$ cat src/rtl/tew_pkg.sv
package tew_pkg;
  localparam int NUM_EV  = 7;
  localparam int CODE_W  = 3;
  localparam int PRIO_W  = 3;
  localparam int PRIO_BITS = NUM_EV * PRIO_W;
  localparam logic [CODE_W-1:0] CODE_NONE = 3'd7;

  typedef enum logic [1:0] {
    ADDR_MASK = 2'd0,
    ADDR_PRIO = 2'd1,
    ADDR_SWEV = 2'd2,
    ADDR_RSVD = 2'd3
  } reg_addr_e;
endpackage

$ cat src/rtl/tew_cfg_regs.sv
module tew_cfg_regs
  import tew_pkg::*;
(
  input  logic                 clk,
  input  logic                 rst_n,
  input  logic                 mask_we,
  input  logic [NUM_EV-1:0]    mask_wdata,
  input  logic                 prio_we,
  input  logic [PRIO_BITS-1:0] prio_wdata,
  output logic [NUM_EV-1:0]    mask_q,
  output logic [NUM_EV-1:0]    mask_nxt,
  output logic [PRIO_BITS-1:0] prio_q
);
  logic [PRIO_BITS-1:0] prio_nxt;

  always_comb begin
    mask_nxt = mask_q;
    if (mask_we) mask_nxt = mask_wdata;
    prio_nxt = prio_q;
    if (prio_we) prio_nxt = prio_wdata;
  end

  always_ff @(posedge clk or negedge rst_n) begin
    if (!rst_n) begin
      mask_q <= '0;
      prio_q <= '0;
    end else begin
      mask_q <= mask_nxt;
      prio_q <= prio_nxt;
    end
  end

  // a mask write lands at the next edge
  assert_mask_write_R3: assert property (@(posedge clk) disable iff (!rst_n)
    mask_we |=> (mask_q == $past(mask_wdata)));
  // without a write the priorities hold
  assert_prio_hold_R3: assert property (@(posedge clk) disable iff (!rst_n)
    !prio_we |=> $stable(prio_q));
endmodule

$ cat src/rtl/tew_pend_bank.sv
module tew_pend_bank
  import tew_pkg::*;
(
  input  logic              clk,
  input  logic              rst_n,
  input  logic [NUM_EV-1:0] req_i,
  input  logic [NUM_EV-1:0] set_i,
  input  logic [NUM_EV-1:0] clr_i,
  output logic [NUM_EV-1:0] pend_q,
  output logic [NUM_EV-1:0] pend_nxt
);
  for (genvar g = 0; g < NUM_EV; g++) begin : g_bit
    always_comb begin
      pend_nxt[g] = pend_q[g];
      if (clr_i[g]) pend_nxt[g] = 1'b0;
      if (req_i[g] || set_i[g]) pend_nxt[g] = 1'b1;
    end

    always_ff @(posedge clk or negedge rst_n) begin
      if (!rst_n) pend_q[g] <= 1'b0;
      else        pend_q[g] <= pend_nxt[g];
    end

    // a line request always leaves the bit set
    assert_req_sets_pending_R2: assert property (@(posedge clk) disable iff (!rst_n)
      req_i[g] |=> pend_q[g]);
    // a clear without a competing set drops the bit
    assert_clear_drops_R6: assert property (@(posedge clk) disable iff (!rst_n)
      (clr_i[g] && !req_i[g] && !set_i[g]) |=> !pend_q[g]);
  end
endmodule

$ cat src/rtl/tew_pick.sv
module tew_pick
  import tew_pkg::*;
(
  input  logic [NUM_EV-1:0]    pend_i,
  input  logic [NUM_EV-1:0]    mask_i,
  input  logic [PRIO_BITS-1:0] prio_i,
  output logic [CODE_W-1:0]    code_o,
  output logic                 any_o
);
  logic [NUM_EV-1:0] live;
  logic [PRIO_W-1:0] best_pri;

  assign live = pend_i & mask_i;

  // strict compare in ascending index order keeps the lower index on ties
  always_comb begin
    code_o   = CODE_NONE;
    any_o    = 1'b0;
    best_pri = '1;
    for (int i = 0; i < NUM_EV; i++) begin
      if (live[i] && (!any_o || (prio_i[i*PRIO_W +: PRIO_W] < best_pri))) begin
        any_o    = 1'b1;
        best_pri = prio_i[i*PRIO_W +: PRIO_W];
        code_o   = CODE_W'(i);
      end
    end
  end
endmodule

$ cat src/rtl/task_event_waiter.sv
module task_event_waiter
  import tew_pkg::*;
#(
  parameter int DATA_W = 32
) (
  input  logic              clk,
  input  logic              rst_n,
  input  logic [NUM_EV-1:0] ev_req_i,
  input  logic              reg_we_i,
  input  logic [1:0]        reg_addr_i,
  input  logic [DATA_W-1:0] reg_wdata_i,
  input  logic              wait_i,
  input  logic [DATA_W-1:0] wait_operand_i,
  output logic [CODE_W-1:0] sel_code_o,
  output logic              ready_o,
  output logic              wait_done_o,
  output logic              suspend_o,
  output logic [DATA_W-1:0] wait_result_o
);
  localparam int IDX_W = CODE_W;
  localparam int SET_BIT = IDX_W;

  reg_addr_e addr;
  assign addr = reg_addr_e'(reg_addr_i);

  logic unused_bits;
  assign unused_bits = ^{reg_wdata_i[DATA_W-1:PRIO_BITS], wait_operand_i[DATA_W-1:NUM_EV]};

  // configuration writes
  logic                 mask_we, prio_we;
  logic [NUM_EV-1:0]    mask_wdata, mask_q, mask_nxt;
  logic [PRIO_BITS-1:0] prio_q;

  assign mask_we    = wait_i || (reg_we_i && addr == ADDR_MASK);
  assign mask_wdata = wait_i ? wait_operand_i[NUM_EV-1:0] : reg_wdata_i[NUM_EV-1:0];
  assign prio_we    = reg_we_i && (addr == ADDR_PRIO);

  tew_cfg_regs u_cfg (
    .clk        (clk),
    .rst_n      (rst_n),
    .mask_we    (mask_we),
    .mask_wdata (mask_wdata),
    .prio_we    (prio_we),
    .prio_wdata (reg_wdata_i[PRIO_BITS-1:0]),
    .mask_q     (mask_q),
    .mask_nxt   (mask_nxt),
    .prio_q     (prio_q)
  );

  // software event write decode
  logic              sw_act;
  logic [IDX_W-1:0]  sw_idx;
  logic [NUM_EV-1:0] sw_set, sw_clr;

  assign sw_idx = reg_wdata_i[IDX_W-1:0];
  assign sw_act = reg_we_i && (addr == ADDR_SWEV) && (sw_idx != CODE_NONE);

  always_comb begin
    sw_set = '0;
    sw_clr = '0;
    for (int i = 0; i < NUM_EV; i++) begin
      if (sw_act && sw_idx == IDX_W'(i)) begin
        sw_set[i] = reg_wdata_i[SET_BIT];
        sw_clr[i] = !reg_wdata_i[SET_BIT];
      end
    end
  end

  // wait decision against the incoming mask
  logic [CODE_W-1:0] w_code;
  logic              w_any;
  logic [NUM_EV-1:0] pend_q, pend_nxt, consume, clr_all;

  tew_pick u_wait_pick (
    .pend_i (pend_q),
    .mask_i (wait_operand_i[NUM_EV-1:0]),
    .prio_i (prio_q),
    .code_o (w_code),
    .any_o  (w_any)
  );

  always_comb begin
    consume = '0;
    for (int i = 0; i < NUM_EV; i++)
      consume[i] = wait_i && w_any && (w_code == CODE_W'(i));
  end
  assign clr_all = sw_clr | consume;

  tew_pend_bank u_pend (
    .clk      (clk),
    .rst_n    (rst_n),
    .req_i    (ev_req_i),
    .set_i    (sw_set),
    .clr_i    (clr_all),
    .pend_q   (pend_q),
    .pend_nxt (pend_nxt)
  );

  // live selection from registered state
  logic cur_any;
  tew_pick u_cur_pick (
    .pend_i (pend_q),
    .mask_i (mask_q),
    .prio_i (prio_q),
    .code_o (sel_code_o),
    .any_o  (cur_any)
  );

  // output registers: next state then flops
  logic              ready_d, done_d, susp_d;
  logic [DATA_W-1:0] result_d;

  always_comb begin
    ready_d  = |(pend_nxt & mask_nxt);
    done_d   = wait_i;
    susp_d   = wait_i && !w_any;
    result_d = wait_result_o;
    if (wait_i) result_d = DATA_W'(w_code);
  end

  always_ff @(posedge clk or negedge rst_n) begin
    if (!rst_n) begin
      ready_o       <= 1'b0;
      wait_done_o   <= 1'b0;
      suspend_o     <= 1'b0;
      wait_result_o <= '0;
    end else begin
      ready_o       <= ready_d;
      wait_done_o   <= done_d;
      suspend_o     <= susp_d;
      wait_result_o <= result_d;
    end
  end

  // registered flag agrees with the live selector
  assert_ready_matches_code_R5: assert property (@(posedge clk) disable iff (!rst_n)
    ready_o == (sel_code_o != CODE_NONE));
  // a valid code always points at an enabled pending event
  assert_code_is_live_R4: assert property (@(posedge clk) disable iff (!rst_n)
    cur_any |-> (pend_q[sel_code_o] && mask_q[sel_code_o]));
  // every wait completes one cycle later
  assert_wait_completes_R7: assert property (@(posedge clk) disable iff (!rst_n)
    wait_i |=> wait_done_o);
  // a suspension always returns the empty code
  assert_suspend_code_R8: assert property (@(posedge clk) disable iff (!rst_n)
    suspend_o |-> (wait_done_o && wait_result_o == DATA_W'(CODE_NONE)));
  // a miss at the wait must suspend
  assert_miss_suspends_R8: assert property (@(posedge clk) disable iff (!rst_n)
    (wait_i && !w_any) |=> suspend_o);
  // a consumed event without a new request is gone at the next edge
  assert_consume_clears_R9: assert property (@(posedge clk) disable iff (!rst_n)
    (wait_i && w_any && !ev_req_i[w_code] && !sw_set[w_code]) |=> !pend_q[$past(w_code)]);
endmodule

$ cat config.mk
export PLATFORM = sky130hd
export DESIGN_NAME = task_event_waiter
export DESIGN_NICKNAME = d
export VERILOG_FILES = /design/src/rtl/tew_pkg.sv /design/src/rtl/tew_cfg_regs.sv /design/src/rtl/tew_pend_bank.sv /design/src/rtl/tew_pick.sv /design/src/rtl/task_event_waiter.sv
export SDC_FILE = /design/constraint.sdc
export NUM_CORES = 1
export LEC_CHECK = 0
export CORE_MARGIN = 4
export CORE_UTILIZATION = 40
export CTS_CLUSTER_DIAMETER = 100
export DETAILED_ROUTE_END_ITERATION = 8
export PLACE_DENSITY = 0.7
export SETUP_SLACK_MARGIN = 0.05
export SYNTH_ARGS = -nofsm -noshare
export SYNTH_HDL_FRONTEND = slang
export SYNTH_SLANG_ARGS = --single-unit
$ cat constraint.sdc
create_clock -name clk -period 28.7 [get_ports clk]
set_input_delay 5.74 -clock clk [delete_from_list [all_inputs] [get_ports clk]]
set_output_delay 5.74 -clock clk [all_outputs]
set_load 0.01 [all_outputs]
Word level (Yosys, flattened, before mapping)
Index checks and enable logic that the tools add are counted. W data, S select, Z words.

Reduce and logical (&&, ||, !) cells: 70. Equality and inequality tests: 15. Multiplexer cells: 69. Bitwise gates (word level): 4. Order comparisons: 12.

Operators with widths (number): $mux W3 (26); $mux W1 (41); $lt A3 B3 Y1 (12); $logic_and A1 B1 Y1 (32); $and A7 B7 Y7 (3); $logic_or A1 B1 Y1 (20); $eq A3 B3 Y1 const B (6); $logic_not A1 Y1 (14); $mux W7 (2); $eq A3 B2 Y1 const B (4); $or A7 B7 Y7 (1); $reduce_or A7 Y1 (1); $eq A3 B1 Y1 const B (2); $logic_not A3 Y1 (2); $ne A3 B3 Y1 const B (1); $eq A2 B1 Y1 const B (1); $eq A2 B2 Y1 const B (1); $logic_not A2 Y1 (1).

Flip-flop bits (word level): 41.

Depth between registers and ports, before layout
Gate-level depths: netlist (run 1).

Depth after elaboration: 33. Gate-level depth with buffers: 46. Mapped depth without buffers: 45.

Cells and area by module
A second synthesis (run 1) with hierarchy kept.

Cell total of the unflattened synthesis: 416. Area, all modules: 3809.9 sq um.

By module, submodules not included: tew_cfg_regs (area an instance 1118.6 sq um, times used 1, cells each 59, seq. area each 700.7 sq um); tew_pick (u_cur_pick) (area an instance 857.1 sq um, times used 1, cells each 122, seq. area each 0.0 sq um); tew_pick (u_wait_pick) (area an instance 800.8 sq um, times used 1, cells each 119, seq. area each 0.0 sq um); task_event_waiter (area an instance 770.7 sq um, times used 1, cells each 88, seq. area each 150.1 sq um); tew_pend_bank (area an instance 262.8 sq um, times used 1, cells each 28, seq. area each 175.2 sq um).

Least setup slack after synthesis (run 1)
OpenSTA, ideal clock, no wires.

Path type: input -> register. Start point: in wait_operand_i[0]. End point: reg ready_o. Data required time: 28.567 ns. Arrival time: 13.137 ns. Setup time: 0.133 ns. Slack: 15.429 ns. Stages: 42. Cell sequence: nand2_1 nor2_1 ha_1 nor4bb_1 nor3_1 o21ai_1 o211ai_1 maj3_1 a31o_2 mux2i_1 inv_1 ha_1 inv_1 o21bai_2 nor2_1 nand3_1 a32oi_1 nor3_1 (+6 left out) a31oi_2 mux2i_1 ha_1 a21o_1 a211oi_1 o21ai_0 o21ai_1 nor2_1 a21oi_1 ha_1 a21oi_1 nor3b_1 o21ai_0 o211a_1 a21o_1 o2111a_1 a211oi_1 nand4_1.

Cells in the longest elaborated chain, start to end: 33.

Ends and longest elaborated chain: start, declared (line task_event_waiter.sv:13) `input logic [DATA_W-1:0] wait_operand_i,`; $and A7 B7 Y7 (line tew_pick.sv:13) `assign live = pend_i & mask_i;`; $mux W3 or $mux W1 (tied branches) (line tew_pick.sv:21) `if (live[i] && (!any_o || (prio_i[i*PRIO_W +: PRIO_W] < best_pri))) begin`; $lt A3 B3 Y1 or $logic_not A1 Y1 (tied branches) (line tew_pick.sv:21); $logic_or A1 B1 Y1 (line tew_pick.sv:21); $logic_and A1 B1 Y1 (line tew_pick.sv:21); $mux W3 or $mux W1 (tied branches) (line tew_pick.sv:21); $lt A3 B3 Y1 or $logic_not A1 Y1 (tied branches) (line tew_pick.sv:21); $logic_or A1 B1 Y1 (line tew_pick.sv:21); (+18 left out); $eq A3 B1 Y1, or another cell as far along (line task_event_waiter.sv:85) `consume[i] = wait_i && w_any && (w_code == CODE_W'(i));`; $logic_and A1 B1 Y1 (line task_event_waiter.sv:85); $or A7 B7 Y7 (line task_event_waiter.sv:87) `assign clr_all = sw_clr | consume;`; $mux W1 (line tew_pend_bank.sv:15) `if (clr_i[g]) pend_nxt[g] = 1'b0;`; $mux W1 (line tew_pend_bank.sv:16) `if (req_i[g] || set_i[g]) pend_nxt[g] = 1'b1;`; $and A7 B7 Y7 * (line task_event_waiter.sv:114) `ready_d = |(pend_nxt & mask_nxt);`; $reduce_or A7 Y1 * (line task_event_waiter.sv:114); via ready_d (line task_event_waiter.sv:110) `logic ready_d, done_d, susp_d;`; end signal, assigned (line task_event_waiter.sv:128) `ready_o <= ready_d;`; end, declared (line task_event_waiter.sv:15) `output logic ready_o,`.

The timed path passes the listed nets; every way through them passes the cells marked *. A chain may end at the register's enable or synchronous reset.

Final worst setup path (run 1)
Ends and elaborated chain as after synthesis.

==> results of run 1 <==
[routing by layer]
| layer | global-route usage, % | share of wire (%) | vias to the layer above | routed length (microns) |
|---|---|---|---|---|
| met2 | 30.4 | 44 | 138 | 4710 |
| li1 | - | - | 1784 | - |
| met5 | 0 | 0 | - | 0 |
| met1 | 25.5 | 47 | 1753 | 4990 |
| met4 | 4.44 | 1.8 | 0 | 186 |
| met3 | 3.40 | 6.9 | 18 | 729 |
[worst register-to-register path: cells and delay by family (launching register included)]
kind,cells,cell delay [ps]
AOI/OAI and AO/OA,19,4170
and+or+nand+nor,11,2180
adders and majority gates,6,1520
muxes,3,870
DFF,1,570
buffers and inverters,3,190
[cells by family (layout without fill, tap and decap cells)]
family,count (synthesis),after routing,share of synthesized area (%)
compound gates,151,151,27.3
simple gates,150,150,19.7
buf+inv,66,86,9.37
flops,41,41,26.7
mux,36,36,10.1
fa+ha+maj,21,21,6.77
other cells,1,29,0.0975
[sequential cells by signal (all words and copies together), names as in the netlist]
register       flops
u_cfg.prio_q      21
u_pend.pend_q      7
wait_result_o      3
suspend_o          1
u_cfg.mask_q       7
wait_done_o        1
ready_o            1
[metrics by stage]
stage | cells | setup WS (ps) | total power, mW
final | 643 | 13590 | 0.413
after global routing | 643 | 12640 | 0.453
after CTS | 643 | 13560 | 0.411
after detailed placement | 635 | 13340 | 0.371
after global placement | 635 | 13630 | 0.362
after floorplan | 494 | 15430 | 0.295
[layout by cell type, fill, tap and decap left out, types with 3 or more instances in the layout]
master,instances
nand2_1,50
clkdlybuf4s50_1,48
a21oi_1,42
dfrtp_1,41
nor2_1,32
conb_1,29
inv_1,28
o21ai_0,23
mux2_2,23
ha_1,20
mux2i_1,13
nor3_1,12
nand3_1,11
a31oi_1,11
or3_1,7
a21o_1,7
nand2b_1,6
o22ai_1,5
nor2b_1,5
o211ai_1,5
clkbuf_8,5
o21bai_1,4
a211o_1,4
a211oi_1,4
and3_1,4
and3b_1,3
o21a_1,3
o31ai_1,3
o21ai_1,3
a32oi_1,3
[power breakdown]
| part | internal (mW) | total, mW | leakage, nW | switching, mW |
|---|---|---|---|---|
| clock | 0.0172 | 0.0396 | 0.0374 | 0.0224 |
| sequential | 0.0704 | 0.0923 | 0.467 | 0.0219 |
| combinational | 0.124 | 0.281 | 1.43 | 0.157 |
[layout make-up]
cell class              instances  area [sq um]  area share (%)
multi-input cells             387          2560            57.8
clock inverters                 2          15.0           0.338
inverters                      28           105            2.37
flip-flops and latches         41          1030            23.1
clock buffers                   6          72.6            1.64
repair buffers                 50           493            11.1
well taps                     129           161            3.64
[how the worst min path moves through the flow]
stage	startpoint	endpoint
after floorplan	u_cfg.prio_q[18]	u_cfg.prio_q[18]
after global routing	wait_result_o[2]	wait_result_o[2]
after CTS	wait_result_o[0]	wait_result_o[0]
after global placement	wait_result_o[0]	wait_result_o[0]
final	wait_result_o[0]	wait_result_o[0]
after detailed placement	wait_result_o[0]	wait_result_o[0]
==> flow_summary.toml, run 1 <==
[detailed_routing]
dr_total_vias = 3693
totalWireLength_microns = 10600
dr.pass1.iters = 5
ant_nets = 0
wl_per_cell_microns = 16.5
viasPerCell = 5.74
remaining_drc_errors = 0
drt_iter0_drc = 200

[synthesis]
ys_seq_elements = 41
synth_ff_type = "dfrtp_1"
syn_inst = 466
synth_most_common_cell = "nand2_1"
synthTopCellsByArea = "dfrtp_1 27%, mux2_2 6.7%, ha_1 6.5%, buf_4 5.7%, a21oi_1 5.5%"
avgSynthCellArea_sq_um = 8.25
synth_area_sq_um = 3840
ys_warn_count = 0
synth-seq-area-share_pct = 26.7
synth_common_cells = "50 x nand2_1, 42 x a21oi_1, 41 x dfrtp_1"
yosysTopAreaCellShare_pct = 26.7
synth_edf_count = 0
yosysTopAreaCell = "dfrtp_1"
synthArstFlopShare_pct = 100
yosysUniqueCellTypes = 75

[power]
peakVddDrop_mv = 0.0397
power.leakage_nw = 1.94
powerDensity_nw_per_um2 = 93.0

[timing]
fin_crit_sh_pct = 52.7
setup_tns_ps = 0
rsz0062_at_grt = "no"
timing.fmax_mhz = 66.2
max_slew_margin_pct = 23.0
min_period_ps = 15110
whs_ps = 510
skew_ps = 14.5
worst_pin_slew_ps = 1150
hold_viol = 0
finalSetupViolations = 0
slew_violations = 0

[critical_path]
cp.depth = 43
rr_endpoint = "ready_o"
ff2ff_setup_slack_ps = 19080
path_buf_inv = 4
end_kind = "register"
regToRegStartpoint = "u_pend.pend_q[0]"
crit_type = "in -> reg"
slowest_delay_ps = 630
r2r_cells = 42
slowest_stage = "clkdlybuf4s50_1"
worst_path_most_repeated_cell = "ha_1"
cp_top_family = "compound AO/OA/AOI/OAI gates"
start_kind = "input port"
cp-startpoint = "wait_operand_i[0]"
worstPathRequired_ps = 28870
endpoint = "ready_o"
crit_fanout = 8
arrival_ps = 15280

[clocking]
postCtsSetupBuffers = 0
path_clk_slew_ps = 90
cts.sinks = 41
h-tree-depth = 2
cts.repair.resized = 0
cts_hold_buf = 0
cts_root_buf = "clkbuf_8"
cts_buffers = 5
insertion_delay_ps = 300
cts.path.max_buffers = 2
cts_tree = "yes"

[cells_and_area]
final_net_count = 610
utilization_pct = 47.8
final_layout_size_suffix_gt1_share_pct = 9.14
nFillCells = 928
diodes = 0
area_growth_pct = 15.4
final_cell_area_sq_um = 4440

[run_status]
status = "completed"

[min_path]
min_path_cells = 1
min_path_type = "reg -> reg"

[floorplanning]
rows = 35
initial_core_util_pct = 41.4
dieArea_sq_um = 11200
die_w_microns = 106
fp.coreArea_sq_um = 9280
die_h_microns = 106
io_pins = 115

[grt]
grt_start_max_net_pins = 42
grt_pass1_vias = 3568
overflow = 0
grt_pass1_wl_microns = 17100
grt_usage_pct = 18.6
antenna_found_initial = 0

[placement]
place_area_sq_um = 4350
io_buffers = 49
gp_congestion = 0.889
hpwl_microns = 8550

[job]
drv_cap = 0
(Power assumes the default switching activity.)
==> run 2, diff against run 1 <==
==> constraint.sdc (replaced) <==
create_clock -name clk -period 14.55 [get_ports clk]
set_input_delay 2.91 -clock clk [delete_from_list [all_inputs] [get_ports clk]]
set_output_delay 2.91 -clock clk [all_outputs]
set_load 0.01 [all_outputs]
==> run 2 against run 1 <==
- flip-flop and latch count stayed put
- cell count stayed put
- power is 100% higher
- first-iteration DRC count is 17% lower
- via count is 0.14% lower
- core utilization is 0.26 points higher
- critical endpoint is now sel_code_o[1]
- largest cell class unchanged
==> flow_summary.toml, run 2 (same netlist as run 1, synthesis figures left out) <==
[floorplanning]
rows = 35
die_h_microns = 106
fp.coreArea_sq_um = 9280
initial_core_util_pct = 41.4
io_pins = 115
die_w_microns = 106
dieArea_sq_um = 11200

[critical_path]
worstPathRequired_ps = 11640
arrival_ps = 9440
slowest_stage = "dfrtp_1"
crit_fanout = 12
end_kind = "primary output"
start_kind = "register"
worst_path_most_repeated_cell = "a21oi_1"
ff2ff_setup_slack_ps = 4840
crit_type = "reg -> out"
slowest_delay_ps = 590

[timing]
hold_viol = 0
setup_tns_ps = 0
worst_pin_slew_ps = 1130
fin_crit_sh_pct = 84.9
skew_ps = 6.51
slew_violations = 0
max_slew_margin_pct = 24.5
rsz0062_at_grt = "no"
finalSetupViolations = 0
timing.fmax_mhz = 81.0
min_period_ps = 12350

[cells_and_area]
final_layout_size_suffix_gt1_share_pct = 9.14
nFillCells = 962
final_net_count = 610
layout.cells.most_common = "nand2_1"
diodes = 0
largest-register = "u_cfg.prio_q"
largest_reg_flops = 21
top_regs = "u_cfg.prio_q x21, u_cfg.mask_q x7, u_pend.pend_q x7"
final_cell_mix = "50 x nand2_1, 48 x clkdlybuf4s50_1, 42 x a21oi_1"
final_cells = 643
area_growth_pct = 16.0

[detailed_routing]
drt_iter0_drc = 166
dr.pass1.iters = 5
wl_per_cell_microns = 16.5
viasPerCell = 5.74
ant_nets = 0
dr_total_vias = 3688
totalWireLength_microns = 10600
remaining_drc_errors = 0

[job]
drv_cap = 0

[clocking]
cts_root_buf = "clkbuf_8"
postCtsSetupBuffers = 0
cts_tree = "yes"
cts.sinks = 41
path_clk_slew_ps = 90
h-tree-depth = 2
cts_hold_buf = 0
cts.path.max_buffers = 2
insertion_delay_ps = 300
cts_buffers = 5
cts.repair.resized = 0

[grt]
grt_start_max_net_pins = 42
grt_usage_pct = 18.7
overflow = 0
antenna_found_initial = 0
grt_pass1_vias = 3538
grt_pass1_wl_microns = 17100

[placement]
io_buffers = 49
gp_congestion = 0.893
hpwl_microns = 8490
dp_cells = 635

[power]
p_int_mw = 0.435
p_clk_share_pct = 11.5
switchingPower_mw = 0.394
powerDensity_nw_per_um2 = 186
power_frac_comb_pct = 66.7
p_sw_share_pct = 47.5
power.leakage_nw = 1.96
seqPwrFrac_pct = 21.9
peakVddDrop_mv = 0.0782

[run_status]
status = "completed"

[min_path]
min_path_type = "reg -> reg"
[run 2: final cells by class]
type | instances | area (sq um) | area share [%]
clock buffer | 6 | 72.6 | 1.63
sequential | 41 | 1030 | 23.0
tap | 129 | 161 | 3.62
clock inverter | 2 | 38.8 | 0.870
timing repair buffer | 50 | 493 | 11.1
inverter | 28 | 105 | 2.36
multi-input combinational | 387 | 2560 | 57.5
[run 2: path summary, 6_finish.rpt]
path,endpoint,from,cells past startpoint
max,sel_code_o[1],u_pend.pend_q[0],37
min,wait_result_o[0],wait_result_o[0],1
max reg2reg,ready_o,u_pend.pend_q[0],42
min reg2reg,wait_result_o[0],wait_result_o[0],1
max in group asynchronous,u_cfg.prio_q[3],rst_n,1
min in group asynchronous,wait_result_o[0],rst_n,1
[run 2: worst max-delay path, delay by kind of cell, from the launching register on]
kind,cells,cell delay (ps)
DFF,1,590
adders and majority gates,6,1650
and+or+nand+nor,5,760
buffers and inverters,3,690
AOI/OAI and AO/OA,20,4430
muxes,3,1010
[run 2: stage by stage]
stage / utilization (%) / setup WS (ps) / power (mW) / cell area (sq um) / hold slack [ps]
after floorplan: - / 4110 / 0.582 / 3950 / 499
after global placement: 46.8 / 2310 / 0.715 / 4350 / 476
after detailed placement: 46.8 / 2060 / 0.729 / 4350 / 472
after CTS: 48.0 / 2250 / 0.828 / 4460 / 503
after global routing: 48.0 / 1220 / 0.905 / 4460 / 520
final: 48.0 / 2200 / 0.829 / 4460 / 499
[run 2: power groups by stage]
stage | Sequential [mW] | Combinational, mW | Clock, mW
after floorplan | 0.164 | 0.418 | 0
after global placement | 0.181 | 0.533 | 0
after detailed placement | 0.183 | 0.546 | 0
after CTS | 0.181 | 0.549 | 0.0982
after global routing | 0.186 | 0.617 | 0.102
final | 0.181 | 0.553 | 0.0950
[run 2: metal layers]
| layer | up-vias | wire (microns) | part of all wire [%] | global-route usage [%] |
|---|---|---|---|---|
| li1 | 1787 | - | - | - |
| met1 | 1736 | 4970 | 47 | 25.9 |
| met2 | 153 | 4800 | 45 | 30.5 |
| met3 | 12 | 682 | 6.4 | 3.22 |
| met4 | 0 | 131 | 1.2 | 3.98 |
| met5 | - | 0 | 0 | 0 |
==> run 3, diff against run 2 <==
--- a/config.mk
+++ b/config.mk
@@ -9,7 +9,7 @@
 export CORE_UTILIZATION = 40
 export CTS_CLUSTER_DIAMETER = 100
 export DETAILED_ROUTE_END_ITERATION = 8
-export PLACE_DENSITY = 0.7
+export PLACE_DENSITY = 0.72
 export SETUP_SLACK_MARGIN = 0.05
 export SYNTH_ARGS = -nofsm -noshare
 export SYNTH_HDL_FRONTEND = slang
==> constraint.sdc (replaced) <==
create_clock -name clk -period 11.35 [get_ports clk]
set_input_delay 2.27 -clock clk [delete_from_list [all_inputs] [get_ports clk]]
set_output_delay 2.27 -clock clk [all_outputs]
set_load 0.01 [all_outputs]
==> run 3 against run 2 <==
- combinational power is 47% higher
- largest cell class unchanged
- critical endpoint unchanged
- highest routed layer unchanged
- critical path type unchanged
- core utilization is 2.0 points higher
- routed wire length is 4.5% higher
- largest power group unchanged
==> flow_summary.toml, run 3 (same netlist as run 1, synthesis figures left out) <==
[timing]
slew_violations = 0
whs_ps = 500
worst_pin_slew_ps = 1150
skew_ps = 14.6
finalSetupViolations = 0
max_slew_margin_pct = 22.8
fin_crit_sh_pct = 95.0
min_period_ps = 10790
rsz0062_at_grt = "no"
hold_viol = 0
setup_tns_ps = 0
timing.fmax_mhz = 92.7

[grt]
overflow = 0
grt_pass1_vias = 3726
antenna_found_initial = 0
grt_start_max_net_pins = 42
grt_usage_pct = 19.2
grt_pass1_wl_microns = 17700

[clocking]
cts.sinks = 41
cts_root_buf = "clkbuf_8"
cts.path.max_buffers = 2
cts_buffers = 5
path_clk_slew_ps = 80
h-tree-depth = 2
cts_tree = "yes"
insertion_delay_ps = 300

[critical_path]
worstPathRequired_ps = 9080
ff2ff_setup_slack_ps = 2640
slowest_delay_ps = 550
worst_path_most_repeated_cell = "ha_1"
crit_fanout = 6
rr_endpoint = "ready_o"
regToRegStartpoint = "u_pend.pend_q[0]"
crit_type = "reg -> out"
slowest_stage = "clkdlybuf4s50_1"
arrival_ps = 8520
start_kind = "register"
r2r_cells = 43
end_kind = "primary output"

[detailed_routing]
remaining_drc_errors = 0
ant_nets = 0
totalWireLength_microns = 11100
viasPerCell = 5.80
drt_iter0_drc = 324
wl_per_cell_microns = 16.9
dr.pass1.iters = 5
dr_total_vias = 3794

[power]
p_sw_share_pct = 48.4
switchingPower_mw = 0.552
power_frac_comb_pct = 71.0
seqPwrFrac_pct = 20.3
peakVddDrop_mv = 0.0950
p_clk_share_pct = 8.7
power.leakage_nw = 2.01
p_int_mw = 0.590
powerDensity_nw_per_um2 = 246

[cells_and_area]
largest_reg_flops = 21
diodes = 0
largest-register = "u_cfg.prio_q"
final_cell_mix = "50 x nand2_1, 48 x clkdlybuf4s50_1, 40 x dfrtp_1"
nFillCells = 898
area_growth_pct = 20.9
top_regs = "u_cfg.prio_q x21, u_cfg.mask_q x7, u_pend.pend_q x7"
final_net_count = 621
layout.cells.most_common = "nand2_1"
final_layout_size_suffix_gt1_share_pct = 15.0

[floorplanning]
rows = 35
initial_core_util_pct = 41.4
die_w_microns = 106
die_h_microns = 106
dieArea_sq_um = 11200
io_pins = 115
fp.coreArea_sq_um = 9280

[placement]
gp_congestion = 0.936
io_buffers = 49
hpwl_microns = 8740

[job]
drv_cap = 0

[min_path]
hp-start = "wait_result_o[0]"
min_path_cells = 1
min_to = "wait_result_o[0]"
min_path_type = "reg -> reg"

[run_status]
status = "completed"
## run 3: changes by cell type in the layout (fill, tap and decap cells not counted), moves of 2 or more
cell / previous run / this run
a21oi_2: 0 / 6
nor2_1: 32 / 30
a21oi_1: 42 / 35
buf_4: 1 / 12
clkinvlp_4: 0 / 2
o21bai_1: 4 / 2
## run 3: metal layers
metal,part of all wire (%),global-route usage [%],vias to the layer above
li1,-,-,1802
met1,45,26.2,1791
met2,45,30.9,172
met3,7.8,3.89,29
met4,2.1,5.74,0
met5,0,0,-
## run 3: metrics by stage
| stage | std cells | total power, mW | util, % | setup WS [ps] | area (sq um) |
|---|---|---|---|---|---|
| after floorplan | 494 | 0.746 | - | 1550 | 3950 |
| after global routing | 654 | 1.24 | 50.1 | 11.4 | 4650 |
| after global placement | 645 | 0.950 | 47.7 | 440 | 4420 |
| final | 654 | 1.14 | 50.1 | 565 | 4650 |
| after detailed placement | 645 | 0.975 | 47.7 | 203 | 4420 |
| after CTS | 653 | 1.09 | 48.8 | 131 | 4530 |
## run 3: power groups by stage
| stage | Combinational, mW | Sequential (mW) | Clock (mW) |
|---|---|---|---|
| 3_5_place_dp | 0.744 | 0.231 | 0 |
| 6_report | 0.812 | 0.231 | 0.0994 |
| 2_1_floorplan | 0.536 | 0.210 | 0 |
| 4_1_cts | 0.756 | 0.229 | 0.101 |
| 5_1_grt | 0.897 | 0.237 | 0.106 |
| 3_3_place_gp | 0.720 | 0.229 | 0 |
## run 3: critical path: cells and delay by family, from the launching register on
kind | cells | cell delay (ps)
flip-flops | 1 | 430
multiplexers | 3 | 930
buffers and inverters | 4 | 840
adder cells (fa/ha/maj) | 6 | 1580
AND/OR/NAND/NOR | 7 | 830
AO/OA/AOI/OAI | 20 | 3620
## run 3: what timing repair did
action	in CTS	in global routing
endpoints found under the setup margin	2	14
hold buffers	0	0
setup buffers	0	1
pin swaps	0	1
resized for setup	3	25
## run 3: worst max path at each step
stage                                 start             to  slack [ps]  depth (start not counted)
after floorplan           wait_operand_i[0]        ready_o        1550                         42
after global placement    wait_operand_i[0]        ready_o         440                         43
after detailed placement  wait_operand_i[0]        ready_o         200                         43
after CTS                   u_cfg.mask_q[0]  sel_code_o[1]         130                         37
after global routing      wait_operand_i[0]        ready_o          10                         45
final                       u_cfg.mask_q[0]  sel_code_o[1]         560                         40
## run 3: final cells by class
type | count | area, sq um | share of cell area (%)
clock inverters | 2 | 15.0 | 0.323
multi-input cells | 387 | 2690 | 57.9
flip-flops and latches | 41 | 1030 | 22.1
inverters | 28 | 105 | 2.26
well taps | 129 | 161 | 3.47
repair buffers | 61 | 576 | 12.4
clock buffers | 6 | 72.6 | 1.56
